## src/rtl/wdog_pkg.sv

```systemverilog
package wdog_pkg;

  typedef enum logic [1:0] {
    WD_T150 = 2'b00,
    WD_T400 = 2'b01,
    WD_T800 = 2'b10,
    WD_OFF  = 2'b11
  } wd_sel_e;

  // ticks for a span of ms at a rate of hz ticks per second, never zero
  function automatic int ms_ticks(input int hz, input int ms);
    int t;
    t = (hz * ms) / 1000;
    return (t < 1) ? 1 : t;
  endfunction

endpackage

```

## src/rtl/wdog_cfg_reg.sv

```systemverilog
module wdog_cfg_reg #(
  parameter logic [1:0] INIT_SEL = 2'b00
) (
  input  logic       clk,
  input  logic       we,
  input  logic [1:0] wsel,
  input  logic       wpen,
  input  logic       wp_pin,
  output logic [1:0] sel_q,
  output logic       pen_q,
  output logic       locked
);
  // nonvolatile model: power-up value only, no reset
  logic [1:0] sel_r = INIT_SEL;
  logic       pen_r = 1'b0;
  logic       take;

  assign locked = wp_pin & pen_r;
  assign take   = we & ~locked;

  always_ff @(posedge clk) begin
    if (take) begin
      sel_r <= wsel;
      pen_r <= wpen;
    end
  end

  assign sel_q = sel_r;
  assign pen_q = pen_r;
endmodule

```

## src/rtl/wdog_kick_det.sv

```systemverilog
module wdog_kick_det (
  input  logic clk,
  input  logic rst_n,
  input  logic kick,
  output logic rise
);
  logic kick_d;

  always_ff @(posedge clk) begin
    if (!rst_n) kick_d <= 1'b0;
    else        kick_d <= kick;
  end

  assign rise = kick & ~kick_d;
endmodule

```

## src/rtl/wdog_timer.sv

```systemverilog
module wdog_timer #(
  parameter int CW      = 10,
  parameter int PW      = 8,
  parameter int T150    = 150,
  parameter int T400    = 400,
  parameter int T800    = 800,
  parameter int PULSE_T = 150
) (
  input  logic          clk,
  input  logic          rst_n,
  input  logic          tick,
  input  logic          kick_rise,
  input  logic [1:0]    sel,
  output logic [CW-1:0] cnt_o,
  output logic [PW-1:0] pcnt_o,
  output logic          pulse_o,
  output logic          expire_o,
  output logic          done_o,
  output logic          off_o,
  output logic [CW-1:0] limit_o
);
  import wdog_pkg::*;

  function automatic logic [CW-1:0] sel_limit(input logic [1:0] s);
    case (wd_sel_e'(s))
      WD_T150: return CW'(T150);
      WD_T400: return CW'(T400);
      WD_T800: return CW'(T800);
      default: return CW'(T800);
    endcase
  endfunction

  logic [CW-1:0] cnt_q;
  logic [PW-1:0] pcnt_q;
  logic          pulse_q;
  logic [CW-1:0] limit;
  logic          off;
  logic          expire;
  logic          done;

  always_comb begin
    limit  = sel_limit(sel);
    off    = (sel == WD_OFF);
    expire = !pulse_q && !off && !kick_rise && tick && (cnt_q >= limit - 1'b1);
    done   = pulse_q && !off && tick && (pcnt_q == PW'(PULSE_T - 1));
  end

  always_ff @(posedge clk) begin
    if (!rst_n || off) begin
      cnt_q   <= '0;
      pcnt_q  <= '0;
      pulse_q <= 1'b0;
    end else if (pulse_q) begin
      cnt_q <= '0;
      if (done) begin
        pulse_q <= 1'b0;
        pcnt_q  <= '0;
      end else if (tick) begin
        pcnt_q <= pcnt_q + 1'b1;
      end
    end else if (kick_rise) begin
      cnt_q <= '0;
    end else if (expire) begin
      cnt_q   <= '0;
      pcnt_q  <= '0;
      pulse_q <= 1'b1;
    end else if (tick) begin
      cnt_q <= cnt_q + 1'b1;
    end
  end

  assign cnt_o    = cnt_q;
  assign pcnt_o   = pcnt_q;
  assign pulse_o  = pulse_q;
  assign expire_o = expire;
  assign done_o   = done;
  assign off_o    = off;
  assign limit_o  = limit;
endmodule

```

## src/rtl/wdog_sel_lock.sv

```systemverilog
module wdog_sel_lock #(
  parameter int         TICK_HZ  = 1000,
  parameter logic [1:0] INIT_SEL = 2'b00
) (
  input  logic       clk,
  input  logic       rst_n,
  input  logic       tick,
  input  logic       kick,
  input  logic       cfg_we,
  input  logic [1:0] cfg_wsel,
  input  logic       cfg_wpen,
  input  logic       wp_pin,
  output logic [1:0] cfg_sel,
  output logic       cfg_pen,
  output logic       wdo_n
);
  import wdog_pkg::*;

  localparam int T150    = ms_ticks(TICK_HZ, 150);
  localparam int T400    = ms_ticks(TICK_HZ, 400);
  localparam int T800    = ms_ticks(TICK_HZ, 800);
  localparam int PULSE_T = ms_ticks(TICK_HZ, 150);
  localparam int CW      = $clog2(T800 + 1);
  localparam int PW      = $clog2(PULSE_T + 1);

  logic [1:0]    sel_w;
  logic          pen_w;
  logic          locked;
  logic          kick_rise;
  logic [CW-1:0] cnt;
  logic [PW-1:0] pcnt;
  logic          pulse;
  logic          expire;
  logic          done;
  logic          off;
  logic [CW-1:0] limit;

  wdog_cfg_reg #(.INIT_SEL(INIT_SEL)) u_cfg (
    .clk(clk), .we(cfg_we), .wsel(cfg_wsel), .wpen(cfg_wpen),
    .wp_pin(wp_pin), .sel_q(sel_w), .pen_q(pen_w), .locked(locked)
  );

  wdog_kick_det u_kick (
    .clk(clk), .rst_n(rst_n), .kick(kick), .rise(kick_rise)
  );

  wdog_timer #(
    .CW(CW), .PW(PW), .T150(T150), .T400(T400), .T800(T800), .PULSE_T(PULSE_T)
  ) u_tmr (
    .clk(clk), .rst_n(rst_n), .tick(tick), .kick_rise(kick_rise), .sel(sel_w),
    .cnt_o(cnt), .pcnt_o(pcnt), .pulse_o(pulse), .expire_o(expire),
    .done_o(done), .off_o(off), .limit_o(limit)
  );

  assign cfg_sel = sel_w;
  assign cfg_pen = pen_w;
  assign wdo_n   = ~(pulse & ~off);
endmodule

```

## config.mk

```make
export PLATFORM = sky130hd
export DESIGN_NAME = wdog_sel_lock
export DESIGN_NICKNAME = d
export VERILOG_FILES = /design/src/rtl/wdog_pkg.sv /design/src/rtl/wdog_cfg_reg.sv /design/src/rtl/wdog_kick_det.sv /design/src/rtl/wdog_timer.sv /design/src/rtl/wdog_sel_lock.sv
export SDC_FILE = /design/constraint.sdc
export NUM_CORES = 1
export LEC_CHECK = 0
export CORE_AREA = 2 2 50 52
export DETAILED_ROUTE_END_ITERATION = 8
export DIE_AREA = 0 0 52 54
export DONT_BUFFER_PORTS = 1
export GPL_TIMING_DRIVEN = 0
export PLACE_DENSITY = 0.81
export SLEW_MARGIN = 25
export SYNTH_ARGS = -nofsm -noshare
export SYNTH_HDL_FRONTEND = slang
export SYNTH_SLANG_ARGS = --single-unit
export TNS_END_PERCENT = 100
```

## constraint.sdc

```tcl
create_clock -name clk -period 2.3 [get_ports clk]
set_input_delay 0.115 -clock clk [delete_from_list [all_inputs] [get_ports clk]]
set_output_delay 0.115 -clock clk [all_outputs]
set_load 0.05 [all_outputs]
```

Yosys cells after proc, flatten, opt, wreduce, memory -nomap -nowiden
Cells that the tools add are included.

storage, ports and cells
  register bits after elaboration = 23
  input bits = 9
  output and inout port bits = 4
  logic and storage cells = 49

cells by class
  add/subtract/negate cells = 3
  $lt $le $gt $ge = 1
  eq/ne operators = 5
  muxes and demuxes = 10
  bitwise operators = 8
  reductions and logical operators = 16

operator list
  operator                 number
  $mux W8                  5
  $pmux W10 S2             1
  $add A10 B1 Y10 const B  1
  $ge A10 B10 Y1           1
  $sub A10 B1 Y10 const B  1
  $add A8 B1 Y8 const B    1
  $eq A8 B8 Y1 const B     1
  $logic_and A1 B1 Y1      7
  $and A1 B1 Y1            4
  $logic_not A1 Y1         4
  $mux W1                  4
  $not A1 Y1               4
  $reduce_or A4 Y1         1
  $ne A3 B3 Y1 const B     1
  $reduce_and A3 Y1        1
  $eq A2 B1 Y1 const B     1
  $eq A2 B2 Y1 const B     1
  $logic_not A2 Y1         1
  $ne A2 B2 Y1 const B     1
  $reduce_bool A2 Y1       1
  $logic_or A1 B1 Y1       1

Depth between registers and ports, before layout
  depth in word-level cells = 9
  gate-level depth with buffers = 7
  depth with buffers taken out = 7

Hierarchy
From an unflattened synthesis, not the netlist that was laid out.

unflattened totals
  cells, all modules = 171
  area total of the unflattened synthesis = 1457.6 um^2

by module, submodules not included
  module         instances  cells an instance  area an instance (um^2)
  wdog_timer     1          162                1307.5
  wdog_cfg_reg   1          5                  103.8
  wdog_kick_det  1          3                  40.0
  wdog_sel_lock  1          1                  6.3

Least setup slack after synthesis
OpenSTA, ideal clock, no wires.

  kind = register to register
  from = register u_cfg.sel_r[1], in the netlist u_cfg.sel_q[1]
  to = register u_tmr.pcnt_q[1], in the netlist u_tmr.pcnt_o[1]
  setup time = 75 ps
  arrival = 2238 ps
  data required time = 2225 ps
  path slack = -13 ps
  stages on the path, launching flop included = 8
  path through = edfxtp_1 nor2_1 ha_1 a21o_1 a221oi_2 a2bb2oi_2 o211ai_4 o22ai_1

between the ends
  cells in the longest elaborated chain, start to end = 8
  elaborated cells on any way between the ends = 20
  classes of those cells = 1 x add/sub; 1 x order compare; 3 x eq/ne; 3 x mux; 12 x reduce/logical

ends and longest elaborated chain
  element                                                                  RTL line            source
  from (decl)                                                              wdog_cfg_reg.sv:14  logic [1:0] sel_r = INIT_SEL;
  from (signal assigned)                                                   wdog_cfg_reg.sv:23  sel_r <= wsel;
  parallel branches: the longest is 8 deep, another holds $sub A10 B1 Y10  -
  to (signal assigned)                                                     wdog_timer.sv:59    pcnt_q <= pcnt_q + 1'b1;
  to (decl)                                                                wdog_timer.sv:34    logic [PW-1:0] pcnt_q;

Several ways; the timed one is not identified.
A chain may end at the register's enable or synchronous reset.

Worst setup path in the final report
  from = register u_cfg.sel_r[0], in the netlist u_cfg.sel_q[0]
  to = register u_tmr.cnt_q[7], in the netlist u_tmr.cnt_o[7]

between the ends
  cells in the longest elaborated chain, start to end = 7
  elaborated cells on any way between the ends = 13
  classes of those cells = 1 x add/sub; 1 x order compare; 2 x eq/ne; 1 x mux; 8 x reduce/logical

ends and longest elaborated chain
  element                                                                  RTL line          source
  parallel branches: the longest is 6 deep, another holds $sub A10 B1 Y10  -
  $reduce_or A4 Y1 (no line) (*)                                           -
  to (signal assigned)                                                     wdog_timer.sv:68  cnt_q <= cnt_q + 1'b1;
  to (decl)                                                                wdog_timer.sv:33  logic [CW-1:0] cnt_q;

Every way passes the cells marked *.

==> qor.csv <==
stage,metric,value,unit
grt,grt_max_degree,13,
yosys,syn_avg_cell_area,9.35,sq um
finish,n_antenna_cell,0,
finish,finalInstanceArea,0.00153,sq mm
clocking,clock-sinks,23,
clocking,root_buffer,clkbuf_4,
floorplan,die_h,54,microns
place,globalplace.congestion,0.807,
grt,antenna_found_initial,0,
sta,tightest_slew,837,ps
yosys,synth_cell_types,40,
grt,grt_pass1_vias,1036,
floorplan,core-area,0.00232,sq mm
detailed_routing,num_vias,1054,
yosys,synth_area_leaders,"dfxtp_1 31%, ha_1 9.6%, edfxtp_1 6.9%",
detailed_routing,drtPass1Iterations,4,
yosys,yosysTopAreaCell,dfxtp_1,
min_path,hold_path.class,in -> reg,
yosys,seq_area_frac_synth,37.7,%
power_and_ir_drop,internal_power,508,uW
floorplan,die_area,0.00281,sq mm
sta,layout_min_cycle_time,2630,ps
setup_path,crit_path_max_fanout,7,
setup_path,critPathLaunchType,flip-flop,
detailed_routing,drcViolationCount,0,
finish,final_nets,173,
power_and_ir_drop,power.switching,168,uW
power_and_ir_drop,power_frac_seq,63.8,%
place,placedCellCount,169,
yosys,yosysTopAreaCellShare,30.8,%
setup_path,cpPeakStageDelay,920,ps
power_and_ir_drop,pwr-share-comb,8.9,%
finish,drive_gt1_share,19.6,%
clocking,cts_made_buffers,3,
clocking,cts_max_path_buffers,2,
status,status,"complete, but fails checks",
grt,track_usage,20.6,%
clocking,htreeDepth,1,
power_and_ir_drop,p_leak,0.000587,uW
place,place_area,0.00134,sq mm
min_path,hp-start,rst_n,
sta,final_max_slew_viol_count,0,
place,dp_hpwl,1.85,mm
yosys,synth_fp_nets,158,
detailed_routing,viasPerCell,5.76,
setup_path,crit_start,u_cfg.sel_q[0],
power_and_ir_drop,power_frac_clock,27.3,%
place,portBuffers,0,
setup_path,r2r_start,u_cfg.sel_q[0],
detailed_routing,drt-total-wl,2.76,mm
sta,fmax,0.381,GHz
grt,grt_pass1_wl,4.29,mm
setup_path,path_cells,nor2b_4 > ha_4 > and4_4 > a221oi_4 > a2bb2oi_4 > buf_4 > nand2_4 > nor2_2,
sta,finalHoldViolCount,0,
place,pre_cts_ws,-328,ps
floorplan,start_util,56.0,%
yosys,syn-cell-area,0.00130,sq mm
sta,fin_crit_sh,114,%
setup_path,cpMaxStageDelayCell,edfxtp_1,
yosys,synth_warnings,0,
yosys,synthCells,139,
sta,setup_viol,19,
job,cap_viol_max_count,0,
floorplan,placementRows,18,
floorplan,io_pins,13,
detailed_routing,drtAntennaViolNets,0,
detailed_routing,drt-wirelength-per-cell,15.1,microns
finish,stdcell_count,183,
grt,grt_remaining_overflow,0,
setup_path,worst-endpoint-required,2550,ps
status,violations,negative setup slack,
sta,finalClockSkew,3.80,ps
detailed_routing,drt-initial-drc-count,26,
setup_path,end_kind,flip-flop,
floorplan,die_x,52,microns
finish,areaGrowthSynthToFinish,17.3,%
sta,slew-limit-headroom,44.2,%
power_and_ir_drop,p_per_area,443,mW/mm^2
yosys,synth-seq-cells,23,
clocking,clk_pin_slew,120,ps
power_and_ir_drop,ir_drop,426,uV
sta,worst_slack,-325,ps
setup_path,cp.arrival,2870,ps
clocking,clk_latency,300,ps
sta,rsz0062_at_grt,yes,
clocking,cts_tree,built,
setup_path,critPathKind,reg -> reg,
power_and_ir_drop,power.share.switching,24.8,%
==> worst max-delay path, delay by kind of cell (launching register included) <==
kind / cells / cell delay [ps]
DFF: 1 / 920
and+or+nand+nor: 4 / 700
adders and majority gates: 1 / 210
AOI/OAI and AO/OA: 2 / 560
buffers and inverters: 1 / 170
==> power groups by stage <==
stage	registers [uW]	logic (uW)	clock network, uW
floorplan	438	35.2	0
global placement	441	40.7	0
detailed placement	441	43.3	0
CTS	431	54.3	188
global route	433	65.2	201
finish	432	60.2	184
==> area by class of cell <==
cell class,count,area [sq um]
Tap cell,30,37.5
Buffer,2,15.0
Timing Repair Buffer,9,82.6
Inverter,10,37.5
Multi-Input combinational cell,105,836
Clock buffer,4,26.3
Sequential cell,23,490
Fill cell,162,795
==> cell families after synthesis <==
| family | count (synthesis) | synth area share (%) |
|---|---|---|
| other | 1 | 0.288 |
| XOR/XNOR | 9 | 6.06 |
| AO/OA/AOI/OAI | 25 | 16.9 |
| AND/OR/NAND/NOR | 57 | 23.8 |
| flip-flops | 23 | 37.7 |
| buffers and inverters | 12 | 4.04 |
| adder cells (fa/ha/maj) | 10 | 9.62 |
| multiplexers | 2 | 1.54 |
==> per-layer routing <==
metal  global-route usage, %  wire (microns)
met2                    38.2            1400
met4                    6.14              27
met3                    4.17             147
met5                       0               0
met1                    23.7            1180
==> registers in the layout, indices dropped and copies added, names as in the netlist <==
name           flops
u_kick.kick_d      1
u_cfg.sel_q        2
u_tmr.pcnt_o       8
u_tmr.cnt_o       10
u_cfg.pen_q        1
u_tmr.pulse_o      1
==> layout by cell type (no fill, tap or decap), types with 2 or more instances in the layout <==
cell type / n
nor2_2: 4
edfxtp_1: 3
xnor2_1: 3
buf_4: 3
nand3_1: 9
dfxtp_1: 20
mux2i_1: 2
a21boi_4: 2
or3_1: 2
o21ai_1: 4
xor2_1: 6
nand4_1: 3
a31oi_1: 5
a21o_1: 2
a21oi_1: 2
ha_1: 9
dlygate4sd3_1: 5
nor3_1: 5
clkbuf_4: 3
nor2_1: 11
and3_1: 4
inv_1: 10
clkbuf_1: 2
nand2_1: 8
==> repair_timing <==
action	CTS	global route
endpoints found under the hold margin	4	0
cloned	0	1
hold buffers	5	0
buffers inserted	1	3
gates resized for setup	3	10
setup endpoints to repair	19	19
pin swaps	6	13
==> path summary, 6_finish.rpt <==
check / endpoint / slack, ps / cells after the start
max: u_tmr.cnt_o[7] / -330 / 8
min: u_tmr.pulse_o / 20 / 2
max reg2reg: u_tmr.cnt_o[7] / -330 / 8
min reg2reg: u_tmr.pcnt_o[6] / 530 / 2
==> through the flow <==
stage	TNS (ps)	total power, uW	hold WS, ps	util, %
after floorplan	0	473	214	-
after global placement	-3760	481	214	57.7
after detailed placement	-5590	484	214	57.7
after CTS	-4710	673	10.7	62.2
after global routing	-7420	700	44.3	65.7
final	-5180	676	18.0	65.7
==> Yosys cell counts <==
master	count
and4_1	2
mux2i_1	2
nor2b_1	2
a2bb2oi_2	1
and3_1	4
nand2_1	8
a21oi_1	2
nand2_2	1
nand4_2	1
a21o_1	2
or3_1	2
a2bb2oi_1	1
a31oi_1	5
o21ai_0	1
xor2_1	6
and2b_2	1
dfxtp_1	20
ha_1	10
o21ai_1	4
o22ai_1	2
nor4_1	1
nand3_1	9
o211ai_4	1
edfxtp_1	3
and4bb_2	1
nor2_1	15
clkbuf_1	1
and2_1	1
inv_1	10
buf_6	1
a221oi_2	1
xnor2_1	3
nor3_1	5
a21boi_0	1
a21boi_4	2
nand4_1	3
nand2b_4	1
a21o_2	1
conb_1	1
o211ai_2	1
Note: power is estimated with default switching activity, not from simulation.
